==> src/rtl/cccv_pkg.sv <==
package cccv_pkg;
  typedef struct packed {
    logic load;
    logic clear;
  } ctrlStrobe_t;
endpackage

==> src/rtl/cccv_pi_loop.sv <==
module cccv_pi_loop
  import cccv_pkg::*;
#(
  parameter int DW = 16,
  parameter int GW = 16,
  parameter int GF = 8,
  parameter bit STRICT_BAND = 1'b1
) (
  input  logic                 clk,
  input  ctrlStrobe_t          strb,
  input  logic signed [DW-1:0] limit,
  input  logic signed [DW-1:0] meas,
  input  logic signed [DW-1:0] base,
  input  logic signed [GW-1:0] kp,
  input  logic signed [GW-1:0] ki,
  input  logic        [DW-1:0] thr,
  output logic signed [DW-1:0] req
);
  localparam int PW = DW + GW + 1;
  localparam logic signed [PW-1:0] MAXV = PW'((64'sd1 <<< (DW - 1)) - 1);
  localparam logic signed [PW-1:0] MINV = -MAXV - 1;

  function automatic logic signed [DW-1:0] satW(input logic signed [PW-1:0] x);
    if (x > MAXV) return MAXV[DW-1:0];
    if (x < MINV) return MINV[DW-1:0];
    return x[DW-1:0];
  endfunction

  logic signed [DW-1:0] acc, accNext, err, pTerm, iInc;
  logic signed [PW-1:0] limX, measX, baseX, kpX, kiX, thrX, errX, absErr, accX;
  logic inBand;

  always_comb begin
    limX   = limit;
    measX  = meas;
    baseX  = base;
    kpX    = kp;
    kiX    = ki;
    thrX   = $signed({{(PW-DW){1'b0}}, thr});
    err    = satW(limX - measX);
    errX   = err;
    pTerm  = satW((errX * kpX) >>> GF);
    iInc   = satW((errX * kiX) >>> GF);
    absErr = (errX < 0) ? -errX : errX;
    if (STRICT_BAND) inBand = absErr < thrX;
    else             inBand = absErr <= thrX;
    accX   = acc;
    accNext = inBand ? satW(accX + PW'(iInc)) : '0;
    req    = satW(baseX + PW'(pTerm) + PW'(accNext));
  end

  always_ff @(posedge clk) begin
    if (strb.clear)     acc <= '0;
    else if (strb.load) acc <= accNext;
  end
endmodule

==> src/rtl/cccv_ctrl.sv <==
module cccv_ctrl
  import cccv_pkg::*;
(
  input  logic        clk,
  input  logic        rst,
  input  logic        tick,
  output ctrlStrobe_t strb,
  output logic        valid
);
  logic loadDly;

  always_comb begin
    strb.clear = rst;
    strb.load  = tick & ~rst;
  end

  always_ff @(posedge clk) begin
    if (rst) begin
      loadDly <= 1'b0;
      valid   <= 1'b0;
    end else begin
      loadDly <= strb.load;
      valid   <= loadDly;
    end
  end
endmodule

==> src/rtl/cccv_datapath.sv <==
module cccv_datapath
  import cccv_pkg::*;
#(
  parameter int DW = 16,
  parameter int GW = 16,
  parameter int GF = 8
) (
  input  logic                 clk,
  input  ctrlStrobe_t          strb,
  input  logic signed [DW-1:0] vMeas,
  input  logic signed [DW-1:0] iMeas,
  input  logic signed [DW-1:0] vLimit,
  input  logic signed [DW-1:0] iLimit,
  input  logic signed [GW-1:0] kpV,
  input  logic signed [GW-1:0] kiV,
  input  logic signed [GW-1:0] kpI,
  input  logic signed [GW-1:0] kiI,
  input  logic        [DW-1:0] vBand,
  input  logic        [DW-1:0] iBand,
  output logic signed [DW-1:0] setpoint
);
  logic signed [DW-1:0] reqV, reqI, pick, nextSp;

  cccv_pi_loop #(.DW(DW), .GW(GW), .GF(GF), .STRICT_BAND(1'b1)) u_vloop (
    .clk(clk), .strb(strb), .limit(vLimit), .meas(vMeas), .base(iMeas),
    .kp(kpV), .ki(kiV), .thr(vBand), .req(reqV)
  );

  cccv_pi_loop #(.DW(DW), .GW(GW), .GF(GF), .STRICT_BAND(1'b0)) u_iloop (
    .clk(clk), .strb(strb), .limit(iLimit), .meas(iMeas), .base(iLimit),
    .kp(kpI), .ki(kiI), .thr(iBand), .req(reqI)
  );

  always_comb begin
    pick   = (reqV < reqI) ? reqV : reqI;
    nextSp = (pick < 0) ? '0 : pick;
  end

  always_ff @(posedge clk) begin
    if (strb.clear)     setpoint <= '0;
    else if (strb.load) setpoint <= nextSp;
  end
endmodule

==> src/rtl/cccv_setpoint.sv <==
module cccv_setpoint
  import cccv_pkg::*;
#(
  parameter int DW = 16,
  parameter int GW = 16,
  parameter int GF = 8
) (
  input  logic                 clk,
  input  logic                 rst,
  input  logic                 tick,
  input  logic signed [DW-1:0] vMeas,
  input  logic signed [DW-1:0] iMeas,
  input  logic signed [DW-1:0] vLimit,
  input  logic signed [DW-1:0] iLimit,
  input  logic signed [GW-1:0] kpV,
  input  logic signed [GW-1:0] kiV,
  input  logic signed [GW-1:0] kpI,
  input  logic signed [GW-1:0] kiI,
  input  logic        [DW-1:0] vBand,
  input  logic        [DW-1:0] iBand,
  output logic signed [DW-1:0] setpoint,
  output logic                 valid
);
  ctrlStrobe_t strb;

  cccv_ctrl u_ctrl (.clk(clk), .rst(rst), .tick(tick), .strb(strb), .valid(valid));

  cccv_datapath #(.DW(DW), .GW(GW), .GF(GF)) u_dp (
    .clk(clk), .strb(strb), .vMeas(vMeas), .iMeas(iMeas), .vLimit(vLimit),
    .iLimit(iLimit), .kpV(kpV), .kiV(kiV), .kpI(kpI), .kiI(kiI),
    .vBand(vBand), .iBand(iBand), .setpoint(setpoint)
  );
endmodule

==> config.mk <==
export PLATFORM = sky130hd
export DESIGN_NAME = cccv_setpoint
export DESIGN_NICKNAME = d
export VERILOG_FILES = /design/src/rtl/cccv_pkg.sv /design/src/rtl/cccv_pi_loop.sv /design/src/rtl/cccv_ctrl.sv /design/src/rtl/cccv_datapath.sv /design/src/rtl/cccv_setpoint.sv
export SDC_FILE = /design/constraint.sdc
export NUM_CORES = 2
export LEC_CHECK = 0
export ABC_AREA = 1
export BUFFER_PORTS_ARGS = -buffer_cell sky130_fd_sc_hd__buf_4
export CAP_MARGIN = 20
export CORE_ASPECT_RATIO = 0.8
export CORE_UTILIZATION = 52
export CTS_CLUSTER_DIAMETER = 30
export DETAILED_ROUTE_END_ITERATION = 10
export PLACE_DENSITY = 0.69
export SLEW_MARGIN = 20
export SYNTH_ARGS = -nofsm -noshare
export SYNTH_HDL_FRONTEND = slang
export SYNTH_SLANG_ARGS = --single-unit
==> constraint.sdc <==
create_clock -name clk -period 40.6 [get_ports clk]
set_input_delay 2.03 -clock clk [delete_from_list [all_inputs] [get_ports clk]]
set_output_delay 2.03 -clock clk [all_outputs]
set_load 0.1 [all_outputs]
==> results.json <==
{
  "clockBufferDepth": 2,
  "worst-slew-pin-transition_ns": 0.993,
  "crit_start": "iLimit[0]",
  "rows": 101,
  "hp-class": "reg2reg",
  "drcViolationCount": 0,
  "cpPeakStageDelay_ns": 0.75,
  "cts_tree": "yes",
  "final_common_cell": "inv_1",
  "worstSetupEndpoint": "u_dp.setpoint[6]$_SDFFE_PP0P_",
  "clk_pin_slew_ns": 0.08,
  "yosysTopAreaCell": "fa_1",
  "setup_ws_ns": 20.70,
  "cap_violations": 0,
  "fin_util_pct": 55.6,
  "ff2ff_setup_slack_ns": 31.98,
  "synth_ff_type": "dfxtp_1",
  "antenna_found_initial": 2,
  "drive_above_1_share_pct": 4.88,
  "die_y_um": 281,
  "synthToLayoutAreaGrowth_pct": 5.15,
  "cts_sinks": 49,
  "outcome": "finished clean",
  "rsz0062_at_grt": "false",
  "post-dp-hpwl_um": 133000,
  "slowest_stage": "clkinv_1",
  "synth.avg_cell_area_um2": 7.55,
  "synth.area.top_cells": "fa_1 43%, inv_1 12%, ha_1 11%",
  "io_pins": 180,
  "clock_latency_ns": 0.31,
  "skew_ns": 0.00461,
  "crit_type": "in2reg",
  "cts_inserted_buffers": 5,
  "ctsResizeCount": 0,
  "cp.required_ns": 40.79,
  "core_um2": 95500,
  "final.period_utilization_pct": 49.0,
  "post_cts_buffers": 0,
  "root_buffer": "clkbuf_16",
  "synth_warnings": 0,
  "cts_hold_buffers": 0,
  "min_period_ns": 19.90,
  "synth_edf_count": 0,
  "grt-ovfl-total": 0,
  "first_global_vias": 44200,
  "vias_per_cell": 5.46,
  "maxSlewHeadroom_pct": 33.4,
  "path_common_cell": "nand2_1",
  "io_buffer_count": 178,
  "fin_nets": 8422,
  "drtIter0Drc": 4287,
  "die_x_um": 350,
  "maxSlewViolCount": 0,
  "hold_violations": 0,
  "max_freq_mhz": 50.2,
  "drt-pass1-iter-count": 6,
  "critPathCaptureType": "register",
  "grt_pass1_wl_um": 250000,
  "yosysTopAreaCellShare_pct": 42.9,
  "syn_area_um2": 50500,
  "synth_cells": 6685,
  "htreeDepth": 2,
  "drtAntennaViolNets": 0,
  "finalSetupTns_ns": 0,
  "r2r_cells": 43,
  "start_util_pct": 52.9,
  "worst_ep_arrival_time_ns": 20.09,
  "setup_viol": 0,
  "r2r_start": "u_dp.u_iloop.acc[0]$_SDFFE_PP0P_",
  "grt_max_degree": 34,
  "gp_congestion": 0.976,
  "synth_cell_type_count": 62,
  "rr_endpoint": "u_dp.setpoint[6]$_SDFFE_PP0P_",
  "routedWlPerCell_um": 19.5,
  "vias": 43700,
  "synth-seq-area-share_pct": 1.94,
  "final_cell_mix": "1,620 x inv_1, 1,378 x nand2_1, 1,082 x fa_1",
  "track_usage_pct": 32.9,
  "async_reset_ff_share_pct": 0,
  "routed_wl_um": 156000,
  "die_area_um2": 98400,
  "cp_max_fo": 22,
  "yosys_register_bits": 49,
  "synth_nets": 8390,
  "place_ws_ns": 20.93,
  "cp-start-kind": "input port"
}
## registers in the layout, indices dropped and copies added, names as in the netlist
register and flops:
u_ctrl.loadDly 1, u_ctrl.valid 1, u_dp.setpoint 15, u_dp.u_iloop.acc 16, u_dp.u_vloop.acc 16
## critical path, delay by kind of cell
kind / cells / cell delay [ns]
compound gates: 19 / 4.03
simple gates: 39 / 6.23
buf+inv: 13 / 2.09
fa+ha+maj: 14 / 5.66
## layout make-up
cell class,instances,area [um2]
Antenna cell,2,5.00
Clock buffer,5,125
Clock inverter,2,16.3
Fill cell,9281,42400
Inverter,1646,6180
Multi-Input combinational cell,4798,42600
Sequential cell,49,981
Tap cell,1287,1610
Timing Repair Buffer,217,1630
## synth_stat cells, types with 16 or more instances
cell type	instances
inv_1	1620
nand2_1	1378
fa_1	1082
nor2_1	741
ha_1	460
a21oi_1	278
nand3_1	193
clkbuf_1	157
o21ai_0	137
xor2_1	127
xnor2_1	68
a31oi_1	54
nor3_1	53
dfxtp_1	49
o21a_1	25
nand2_2	21
nand4_1	17
buf_1	16
## stage by stage
stage          hold WS, ns  cell area, um2  cells
3_5_place_dp         0.409           53000   7997
6_report             0.422           53100   8006
4_1_cts              0.422           53100   8004
5_1_grt              0.432           53100   8006
2_1_floorplan        0.388           50500   6685
3_3_place_gp         0.398           53000   7997
## worst min-delay path by stage
| stage | from | endpoint | slack, ns | cells after the start |
|---|---|---|---|---|
| after global placement | u_ctrl.loadDly$_SDFF_PP0_ | u_ctrl.valid$_SDFF_PP0_ | 0.40 | 2 |
| after global routing | u_ctrl.loadDly$_SDFF_PP0_ | u_ctrl.valid$_SDFF_PP0_ | 0.43 | 2 |
| after CTS | u_ctrl.loadDly$_SDFF_PP0_ | u_ctrl.valid$_SDFF_PP0_ | 0.42 | 2 |
| final | u_ctrl.loadDly$_SDFF_PP0_ | u_ctrl.valid$_SDFF_PP0_ | 0.42 | 2 |
| after floorplan | u_ctrl.loadDly$_SDFF_PP0_ | u_ctrl.valid$_SDFF_PP0_ | 0.39 | 2 |
| after detailed placement | u_ctrl.loadDly$_SDFF_PP0_ | u_ctrl.valid$_SDFF_PP0_ | 0.41 | 2 |
## logic make-up after synthesis
group	synth area share, %
xor+xnor	3.50
simple gates	19.7
compound gates	6.74
buf+inv	13.8
flops	1.94
other cells	0.00743
fa+ha+maj	54.3
## per-layer routing
layer  track usage, %  routed length [um]
met5                0                   0
met4             5.21                2520
met3             9.29               20100
met2             44.7               61300
met1             51.9               71900
Power is not shown: default switching activity piles up to over one toggle a cycle in this logic, so the estimate is an artifact.
